File: src/rtl/lane_pstate_pkg.sv
package lane_pstate_pkg;

  typedef enum logic [1:0] {
    PH_IDLE  = 2'd0,
    PH_WRITE = 2'd1,
    PH_ARM   = 2'd2,
    PH_WAIT  = 2'd3
  } phase_e;

  // Strobes from control to datapath
  typedef struct packed {
    logic writeFields;
    logic armUpdate;
  } dpStrobe_t;

  // Power-state codes understood by the PHY
  localparam logic [3:0] PST_ACTIVE         = 4'h0;
  localparam logic [3:0] PST_READY          = 4'h2;
  localparam logic [3:0] PST_OFF_FROM_READY = 4'h9;
  localparam logic [3:0] PST_OFF_DEEP       = 4'hC;

endpackage

File: src/rtl/lane_pstate_ctrl.sv
module lane_pstate_ctrl
  import lane_pstate_pkg::*;
#(
  parameter int LANES      = 2,
  parameter int STATE_W    = 4,
  parameter int TIMEOUT_US = 5
) (
  input  logic               clk,
  input  logic               rstN,
  input  logic               start,
  input  logic [LANES-1:0]   laneSel,
  input  logic [STATE_W-1:0] targetState,
  input  logic               usTick,
  input  logic [LANES-1:0]   updPending,
  output dpStrobe_t          strobe,
  output logic [LANES-1:0]   selQ,
  output logic [STATE_W-1:0] stateQ,
  output logic               done,
  output logic               timeoutFlag
);

  localparam int CNT_W = $clog2(TIMEOUT_US + 1);
  localparam logic [CNT_W-1:0] LAST_CNT = CNT_W'(TIMEOUT_US - 1);

  phase_e            phase;
  logic [CNT_W-1:0]  usCnt;
  logic              acceptStart;
  logic              allClear;

  assign acceptStart = (phase == PH_IDLE) && start && (|laneSel);
  assign allClear    = ((updPending & selQ) == '0);

  always_ff @(posedge clk or negedge rstN) begin
    if (!rstN) begin
      phase       <= PH_IDLE;
      selQ        <= '0;
      stateQ      <= '0;
      usCnt       <= '0;
      done        <= 1'b0;
      timeoutFlag <= 1'b0;
    end else begin
      done <= 1'b0;
      unique case (phase)
        PH_IDLE: begin
          if (acceptStart) begin
            selQ        <= laneSel;
            stateQ      <= targetState;
            timeoutFlag <= 1'b0;
            phase       <= PH_WRITE;
          end
        end
        PH_WRITE: phase <= PH_ARM;
        PH_ARM: begin
          usCnt <= '0;
          phase <= PH_WAIT;
        end
        PH_WAIT: begin
          if (allClear) begin
            done  <= 1'b1;
            phase <= PH_IDLE;
          end else if (usTick) begin
            if (usCnt == LAST_CNT) begin
              timeoutFlag <= 1'b1;
              done        <= 1'b1;
              phase       <= PH_IDLE;
            end else begin
              usCnt <= usCnt + 1'b1;
            end
          end
        end
        default: phase <= PH_IDLE;
      endcase
    end
  end

  always_comb begin
    strobe.writeFields = (phase == PH_WRITE);
    strobe.armUpdate   = (phase == PH_ARM);
  end

  // completion is a single-cycle pulse
  a_r6_done_pulse: assert property (@(posedge clk) disable iff (!rstN)
    done |=> !done);

  // the tick counter never exceeds the window
  a_r7_cnt_bound: assert property (@(posedge clk) disable iff (!rstN)
    usCnt < CNT_W'(TIMEOUT_US));

  // the warning holds until a start is accepted
  a_r8_flag_held: assert property (@(posedge clk) disable iff (!rstN)
    (timeoutFlag && !acceptStart) |=> timeoutFlag);

  // the captured request is frozen while busy
  a_r9_latch_stable: assert property (@(posedge clk) disable iff (!rstN)
    (phase != PH_IDLE) |=> ($stable(selQ) && $stable(stateQ)));

  // arming always follows a field write
  a_r3_arm_after_write: assert property (@(posedge clk) disable iff (!rstN)
    strobe.armUpdate |-> $past(strobe.writeFields));

endmodule

File: src/rtl/lane_pstate_dp.sv
module lane_pstate_dp
  import lane_pstate_pkg::*;
#(
  parameter int LANES      = 2,
  parameter int STATE_W    = 4,
  parameter int WORD_W     = 32,
  parameter int FIELD0_LSB = 20,
  parameter int UPD0_BIT   = 25
) (
  input  logic               clk,
  input  logic               rstN,
  input  dpStrobe_t          strobe,
  input  logic [LANES-1:0]   selQ,
  input  logic [STATE_W-1:0] stateQ,
  input  logic [LANES-1:0]   phyUpdAck,
  output logic [LANES-1:0]   updPending,
  output logic [WORD_W-1:0]  ctrlWord
);

  logic [STATE_W-1:0] fieldQ [LANES];
  logic [LANES-1:0]   updQ;

  always_ff @(posedge clk or negedge rstN) begin
    if (!rstN) begin
      for (int i = 0; i < LANES; i++) fieldQ[i] <= '0;
      updQ <= '0;
    end else begin
      for (int i = 0; i < LANES; i++) begin
        if (strobe.writeFields && selQ[i]) fieldQ[i] <= stateQ;
        if (strobe.armUpdate && selQ[i]) updQ[i] <= 1'b1;
        else if (phyUpdAck[i])           updQ[i] <= 1'b0;
      end
    end
  end

  // Lane i field sits STATE_W bits below lane i-1; update bits descend by one
  always_comb begin
    ctrlWord = '0;
    for (int i = 0; i < LANES; i++) begin
      ctrlWord[FIELD0_LSB - i*STATE_W +: STATE_W] = fieldQ[i];
      ctrlWord[UPD0_BIT - i]                      = updQ[i];
    end
  end

  assign updPending = updQ;

  for (genvar g = 0; g < LANES; g++) begin : g_laneChk
    // an unselected lane's field is not written
    a_r4_unsel_field: assert property (@(posedge clk) disable iff (!rstN)
      (!selQ[g] || !strobe.writeFields) |=> $stable(fieldQ[g]));
    // acknowledge clears the update bit outside the arming edge
    a_r5_ack_clears: assert property (@(posedge clk) disable iff (!rstN)
      (phyUpdAck[g] && !(strobe.armUpdate && selQ[g])) |=> !updQ[g]);
  end

endmodule

File: src/rtl/lane_pstate_seq.sv
module lane_pstate_seq
  import lane_pstate_pkg::*;
#(
  parameter int LANES      = 2,
  parameter int STATE_W    = 4,
  parameter int WORD_W     = 32,
  parameter int FIELD0_LSB = 20,
  parameter int UPD0_BIT   = 25,
  parameter int TIMEOUT_US = 5
) (
  input  logic               clk,
  input  logic               rstN,
  input  logic               start,
  input  logic [LANES-1:0]   laneSel,
  input  logic [STATE_W-1:0] targetState,
  input  logic               usTick,
  input  logic [LANES-1:0]   phyUpdAck,
  output logic [WORD_W-1:0]  ctrlWord,
  output logic               done,
  output logic               timeoutFlag
);

  dpStrobe_t          strobe;
  logic [LANES-1:0]   selQ;
  logic [STATE_W-1:0] stateQ;
  logic [LANES-1:0]   updPending;

  lane_pstate_ctrl #(
    .LANES(LANES), .STATE_W(STATE_W), .TIMEOUT_US(TIMEOUT_US)
  ) ctrl_i (
    .clk(clk), .rstN(rstN), .start(start), .laneSel(laneSel),
    .targetState(targetState), .usTick(usTick), .updPending(updPending),
    .strobe(strobe), .selQ(selQ), .stateQ(stateQ), .done(done),
    .timeoutFlag(timeoutFlag)
  );

  lane_pstate_dp #(
    .LANES(LANES), .STATE_W(STATE_W), .WORD_W(WORD_W),
    .FIELD0_LSB(FIELD0_LSB), .UPD0_BIT(UPD0_BIT)
  ) dp_i (
    .clk(clk), .rstN(rstN), .strobe(strobe), .selQ(selQ), .stateQ(stateQ),
    .phyUpdAck(phyUpdAck), .updPending(updPending), .ctrlWord(ctrlWord)
  );

endmodule

File: config.mk
export PLATFORM = sky130hd
export DESIGN_NAME = lane_pstate_seq
export DESIGN_NICKNAME = d
export VERILOG_FILES = /design/src/rtl/lane_pstate_pkg.sv /design/src/rtl/lane_pstate_ctrl.sv /design/src/rtl/lane_pstate_dp.sv /design/src/rtl/lane_pstate_seq.sv
export SDC_FILE = /design/constraint.sdc
export NUM_CORES = 1
export LEC_CHECK = 0
export ABC_AREA = 1
export BUFFER_PORTS_ARGS = -buffer_cell sky130_fd_sc_hd__buf_2
export CORE_MARGIN = 10
export CORE_UTILIZATION = 40
export DETAILED_ROUTE_END_ITERATION = 6
export PLACE_DENSITY = 0.69
export REMOVE_ABC_BUFFERS = 1
export SKIP_LAST_GASP = 1
export SLEW_MARGIN = 40
export SYNTH_ARGS = -nofsm -noshare
export SYNTH_HDL_FRONTEND = slang
export SYNTH_HIERARCHICAL = 1
export SYNTH_SLANG_ARGS = --single-unit
export TNS_END_PERCENT = 5
File: constraint.sdc
create_clock -name clk -period 1.2 [get_ports clk]
set_input_delay 0.24 -clock clk [delete_from_list [all_inputs] [get_ports clk]]
set_output_delay 0.24 -clock clk [all_outputs]
set_load 0.02 [all_outputs]
==> flow_metrics.tcl, run 1 <==
set metrics [dict create \
    combined_area_of_the_multi_input_logic_cells_um2 606 \
    worstHoldPathCells 2 \
    first_global_vias 1045 \
    track_usage_pct 8.87 \
    antennaDiodeCount 0 \
    postRouteAntennaNets 0 \
    worst-path-stages 5 \
    post_synth_and_or_nand_nor_area_fraction_pct 28.2 \
    setup_viol 19 \
    chip_width_um 77.1 \
    ctsHtreeMaxLevel 1 \
    cap_violations 0 \
    main_combinational_cell_family_by_area_after_synthesis "simple AND/OR/NAND/NOR gates" \
    critPathCaptureType "register" \
    slew_headroom_pct 66.4 \
    worst_setup_hold_path_clk_slew_ns 0.12 \
    adder_and_majority_gate_portion_of_the_synthesized_area_pct 6.70 \
    clock_tree_from_tritoncts "yes" \
    synth-seq-cells 23 \
    post-route-cell-area_um2 1510 \
    pin_count_of_the_biggest_net_entering_global_routing 24 \
    place_inst 222 \
    cp_data_arrival_time_ns 1.47 \
    ios 46 \
    finClkSkew_ns 0.00293 \
    die_y_um 77.1 \
    met1Wirelength_um 1270 \
    area_occupied_by_registers_um2 576 \
    cts_sinks 23 \
    synth.avg_cell_area_um2 8.59 \
    cell_count_after_synthesis 152 \
    grt_pass1_wl_um 4490 \
    synthDistinctLibCells 18 \
    total_vias_in_the_final_route 969 \
    finish.cell_count_without_fillers 232 \
    start_util_pct 42.4 \
    cts-root-to-sink-buffers 2 \
    run_status "complete, but fails checks" \
    synth_mux_area_share_pct 0 \
    synth_compound_area_share_pct 2.30 \
    area_of_the_placeable_core_um2 3080 \
    worst_setup_sp_type "register" \
    synthesis.area_um2 1310 \
    clock_latency_ns 0.30 \
    fill_cells 313 \
    finalHoldViolations 0 \
    fp.dieArea_um2 5950 \
    worst_r2r_path_depth 5 \
    port-buffer-count 23 \
    finish.net_count 208 \
    met2RoutedLength_um 1120 \
    report.power.total_mw 3.34 \
    slew_viol_final 0 \
    failed_checks "setup timing" \
    numCtsBuffers 3 \
    peak_vdd_ir_uv 820 \
    antenna_found_initial 0 \
    post-route-period-util_pct 106 \
    power.density_cell_area_nw_per_um2 2210 \
    drive_gt1_share_pct 28.2 \
    final.setup.worst_slack_ns -0.0705 \
    timing.critical_path.slowest_cell_delay_ns 0.44 \
    gp_congestion 0.762 \
    routedWlPerCell_um 11.5 \
    hold_crit_class "input pin to register" \
    wl_met3_um 234 \
    timing.critical_path.cells "inv_2 > ha_1 > or2_2 > nand3_1 > nand2_1" \
    critPathTopFamily "flip-flops" \
    worst-r2r-setup-slack_ns -0.07 \
    synth-seq-area-share_pct 44.1 \
    worst_path_max_delay_cell "dfrtp_1" \
    crit_path_max_fanout 4 \
    top_metal_used "met4" \
    synth_xor_area_share_pct 0.670 \
    fp-row-count 20 \
    routed_wl_um 2680 \
    globalRouteOverflowTotal 0 \
    critical_path_required_ns 1.40 \
    fin_crit_ns 1.27 \
    via_per_inst 4.18 \
    route.detailed.drc 0 \
    dpl.hpwl_um 2050 \
    grt_setup_unrepaired "true" \
    post_synthesis_to_final_layout_area_growth_pct 15.7 \
    critical_path_class "register to register" \
    detail_route.iter0.violations 26 \
    critPathBufInv 1 \
    cts_root_buf "clkbuf_4" \
    detailed_place.area_um2 1420 \
    yosys_warnings 6 \
    leakage_nw 0.877 \
    timing_worst_slew_pin_value_ns 0.504 \
    detail_route.first_pass.iterations 4 \
    maxClockFrequency_ghz 0.787 \
]
[final timing paths]
check                                                      end                           from
worst min register to register   dp_i/ctrlWord[19]$_DFFE_PN0P_  dp_i/ctrlWord[19]$_DFFE_PN0P_
min in group asynchronous          ctrl_i/usCnt[2]$_DFFE_PN0P_                           rstN
max in group asynchronous       dp_i/updPending[1]$_DFFE_PN0P_                           rstN
worst max-delay path               ctrl_i/phase[0]$_DFFE_PN0P_    ctrl_i/phase[0]$_DFFE_PN0P_
worst max register to register     ctrl_i/phase[0]$_DFFE_PN0P_    ctrl_i/phase[0]$_DFFE_PN0P_
worst min-delay path            dp_i/updPending[1]$_DFFE_PN0P_                   phyUpdAck[1]
[per-stage QoR]
stage / util, % / TNS (ns) / worst slack, ns / hold slack [ns]
floorplan: - / -0.0968 / -0.0432 / -0.0556
global placement: 46.0 / -0.482 / -0.122 / 0.242
detailed placement: 46.0 / -0.813 / -0.143 / 0.246
CTS: 48.3 / -0.223 / -0.0715 / 0.109
global route: 49.1 / -2.76 / -0.168 / 0.114
finish: 49.1 / -0.852 / -0.0705 / 0.116
[report_power, final]
group	internal, mW	switching [mW]
Combinational	0.690	1.05
Sequential	1.07	0.189
Clock	0.129	0.219
[synthesized netlist by cell type]
| cell type | n | area (µm²) |
|---|---|---|
| or2_2 | 1 | 6.26 |
| dfrtp_1 | 23 | 576 |
| ha_1 | 7 | 87.6 |
| nand3_2 | 1 | 10.0 |
| xnor2_1 | 1 | 8.76 |
| a21oi_1 | 1 | 5.00 |
| buf_6 | 1 | 11.3 |
| nand3_1 | 19 | 95.1 |
| conb_1 | 1 | 3.75 |
| inv_1 | 10 | 37.5 |
| o21ai_0 | 5 | 25.0 |
| buf_4 | 24 | 180 |
| nor2_1 | 2 | 7.51 |
| nand2_2 | 3 | 18.8 |
| nand2_4 | 4 | 45.0 |
| nand2_1 | 46 | 173 |
| inv_2 | 1 | 3.75 |
| nand4_1 | 2 | 12.5 |
[cell usage in the layout, fill, tap and decap left out]
cell           synthesis  layout
nand3_1               19      19
nand4_1                2       2
inv_1                 10       8
a21oi_1                1       1
or2_2                  1       1
buf_2                  0      23
dfrtp_1               23      23
o21ai_1                0       1
clkbuf_1               0       1
clkbuf_4               0       3
ha_4                   0       1
ha_2                   0       1
nand3_2                1       1
inv_2                  1       3
nand2_4                4       5
nand2_1               46      45
nor2_1                 2       2
dlygate4sd3_1          0       1
buf_4                 24      11
o21ai_0                5       4
conb_1                 1      22
nand2_2                3       4
xnor2_1                1       1
ha_1                   7       5
[what timing repair did]
item                                    in CTS  in global routing
hold buffers                                 1                  0
buffers inserted                             1                  3
pin swaps                                    1                  4
endpoints found under the setup margin      17                 22
gates cloned                                 1                  0
resized for setup                            5                  3
hold endpoints to repair                    23                  0
[registers in the layout, indices dropped and copies added (netlist names)]
name                count
dp_i/ctrlWord           8
ctrl_i/usCnt            3
ctrl_i/timeoutFlag      1
ctrl_i/stateQ           4
ctrl_i/selQ             2
ctrl_i/done             1
dp_i/updPending         2
ctrl_i/phase            2
[metal layers]
metal / track usage [%] / vias to the layer above
met5: 0 / -
met1: 10.8 / 416
li1: - / 508
met2: 13.7 / 41
met3: 2.91 / 4
met4: 4.20 / 0
[final cells by class]
type                            instances  area share, %
Inverter                               11           2.73
Timing Repair Buffer                   35           13.7
Multi-Input combinational cell        115           40.1
Tap cell                               44           3.64
Sequential cell                        23           38.1
Clock buffer                            4           1.74
[kinds of logic after synthesis]
family,after synthesis
AO/OA/AOI/OAI,6
adder cells (fa/ha/maj),7
AND/OR/NAND/NOR,78
XOR/XNOR,1
buffers and inverters,36
other,1
flip-flops,23
[worst register-to-register path: cells and delay by family, from the launching register on]
kind,cells,cell delay [ns]
fa+ha+maj,1,0.23
buf+inv,1,0.09
flops,1,0.44
simple gates,3,0.41
No activity file was read; power rests on OpenSTA's default activity.
==> run 2, diff against run 1 <==
Settings changed: CTS_BUF_LIST from default to sky130_fd_sc_hd__clkbuf_4 sky130_fd_sc_hd__clkbuf_8 sky130_fd_sc_hd__clkbuf_16, PLACE_DENSITY 0.69 to default, PLACE_DENSITY_LB_ADDON from default to 0.1.
==> run 2 against run 1 <==
Effect of this change: global-route usage grew 0.54 points; core utilization grew 1.8 points; the flow still finishes with violations (setup timing); via count grew 4.2%; clock power grew 7.5%; sequential power is essentially flat; highest routed layer unchanged; non-clock buffer count is the same; maximum frequency grew 1.5%; design area grew 3.7%.
==> flow_metrics.tcl, run 2 (synthesis results as in run 1) <==
set metrics [dict create \
    run_status "complete, but fails checks" \
    failed_checks "setup timing" \
    mostFrequentLayoutCell "nand2_1" \
    route.detailed.drc 0 \
    critical_path.reg2reg.endpoint "ctrl_i/selQ[0]$_DFFE_PN0P_" \
    setup_viol 4 \
    report.power.total_mw 3.49 \
    first_global_vias 1062 \
    worstHoldPathCells 2 \
    power.density_cell_area_nw_per_um2 2220 \
    antenna_found_initial 0 \
    worst_setup_hold_path_clk_slew_ns 0.14 \
    clock_tree_from_tritoncts "yes" \
    drive_gt1_share_pct 33.5 \
    routedWlPerCell_um 12.3 \
    cts-root-to-sink-buffers 2 \
    detail_route.iter0.violations 50 \
    detailed_place.area_um2 1420 \
    cap_violations 0 \
    pin_count_of_the_biggest_net_entering_global_routing 24 \
    antennaDiodeCount 0 \
    numCtsBuffers 3 \
    chip_width_um 77.1 \
    routed_wl_um 2860 \
    globalRouteOverflowTotal 0 \
    critical_path_class "register to register" \
    clock_latency_ns 0.31 \
    timing_worst_slew_pin_value_ns 0.530 \
    grt_pass1_wl_um 4730 \
    final.setup.worst_slack_ns -0.0518 \
    maxClockFrequency_ghz 0.799 \
    most-common-layout-cells "nand2_1, dfrtp_1, buf_2, conb_1, nand3_1" \
    area_of_the_placeable_core_um2 3080 \
    final_util_pct 50.9 \
    hold_crit_class "input pin to register" \
    worst_path_max_delay_cell "dfrtp_1" \
    finalHoldViolations 0 \
    finClkSkew_ns 0.00248 \
    critical_path_required_ns 1.40 \
    post-route-period-util_pct 104 \
    timing.critical_path.cells "inv_2 > ha_4 > nand2_2 > inv_2 > buf_4 > nand2_2 > nand2_1 > o21ai_0" \
    detailedPlace.worstSlack_ns -0.128 \
    fin_crit_ns 1.25 \
    slew_headroom_pct 64.6 \
    total_vias_in_the_final_route 1010 \
    die_y_um 77.1 \
    peak_vdd_ir_uv 856 \
    critPathCaptureType "register" \
    worst_setup_sp_type "register" \
    via_per_inst 4.35 \
    detail_route.first_pass.iterations 4 \
    worst_r2r_startpoint "ctrl_i/phase[0]$_DFFE_PN0P_" \
    end_of_the_worst_hold_path "dp_i/updPending[0]$_DFFE_PN0P_" \
    post_synthesis_to_final_layout_area_growth_pct 20.0 \
    grt_setup_unrepaired "true" \
    cp_data_arrival_time_ns 1.45 \
    post-route-cell-area_um2 1570 \
    worst-r2r-setup-slack_ns -0.05 \
    crit_path_max_fanout 4 \
    ctsHtreeMaxLevel 1 \
    leakage_nw 0.881 \
    cts_root_buf "clkbuf_4" \
    finish.net_count 208 \
    dpl.hpwl_um 2180 \
    timing.critical_path.slowest_cell_delay_ns 0.44 \
    largest_register_ffs 8 \
    slew_viol_final 0 \
    postRouteAntennaNets 0 \
    cts_sinks 23 \
    start_util_pct 42.4 \
    ios 46 \
    fp-row-count 20 \
    worst_r2r_path_depth 8 \
    gp_congestion 0.782 \
    port-buffer-count 23 \
    track_usage_pct 9.41 \
    fp.dieArea_um2 5950 \
    hold_path.startpoint "phyUpdAck[0]" \
]
-- run 2: layout make-up --
class                           count  area, µm²
Fill cell                         310       1510
Multi-Input combinational cell    115        653
Sequential cell                    23        576
Timing Repair Buffer               35        215
Tap cell                           44       55.1
Inverter                           11       41.3
Clock buffer                        3       22.5
Clock inverter                      1       5.00
-- run 2: repair_timing --
action / 4_1_cts / 5_1_grt
setup endpoints to repair: 20 / 17
hold buffers: 1 / 0
pin swaps: 0 / 6
cloned: 0 / 1
endpoints found under the hold margin: 23 / 0
resized for setup: 6 / 16
setup buffers: 1 / 2
-- run 2: layer usage --
layer | global-route usage [%] | part of all wire (%) | vias up
li1 | - | - | 507
met1 | 12.0 | 49 | 468
met2 | 14.6 | 45 | 33
met3 | 3.15 | 5.7 | 2
met4 | 2.74 | 0.45 | 0
met5 | 0 | 0 | -
-- run 2: how the worst max path moves through the flow --
stage	start	endpoint	slack (ns)	cells past startpoint
2_1_floorplan	ctrl_i/phase[0]$_DFFE_PN0P_	ctrl_i/phase[0]$_DFFE_PN0P_	-0.04	9
3_3_place_gp	ctrl_i/phase[0]$_DFFE_PN0P_	ctrl_i/timeoutFlag$_DFFE_PN0P_	-0.07	7
3_5_place_dp	ctrl_i/phase[0]$_DFFE_PN0P_	ctrl_i/phase[0]$_DFFE_PN0P_	-0.13	9
4_1_cts	ctrl_i/phase[1]$_DFFE_PN0P_	ctrl_i/phase[0]$_DFFE_PN0P_	-0.08	5
5_1_grt	ctrl_i/phase[0]$_DFFE_PN0P_	ctrl_i/selQ[0]$_DFFE_PN0P_	-0.13	8
6_report	ctrl_i/phase[0]$_DFFE_PN0P_	ctrl_i/selQ[0]$_DFFE_PN0P_	-0.05	8
-- run 2: through the flow --
step,TNS (ns),instances,hold WS [ns]
floorplan,-0.0968,148,-0.0556
global placement,-0.513,223,0.250
detailed placement,-0.899,223,0.254
CTS,-0.325,229,0.0821
global route,-1.25,232,0.0800
finish,-0.125,232,0.0926
-- run 2: where the power goes --
part	total [mW]	internal, mW	switching [mW]	leakage [nW]
sequential	1.26	1.07	0.190	0.298
clock	0.374	0.125	0.250	0.0177
combinational	1.85	0.727	1.12	0.565
-- run 2: worst max-delay path: cells and delay by family, from the launching register on --
family,cells,cell delay (ns)
compound gates,1,0.10
flops,1,0.44
fa+ha+maj,1,0.14
buf+inv,3,0.30
simple gates,3,0.17
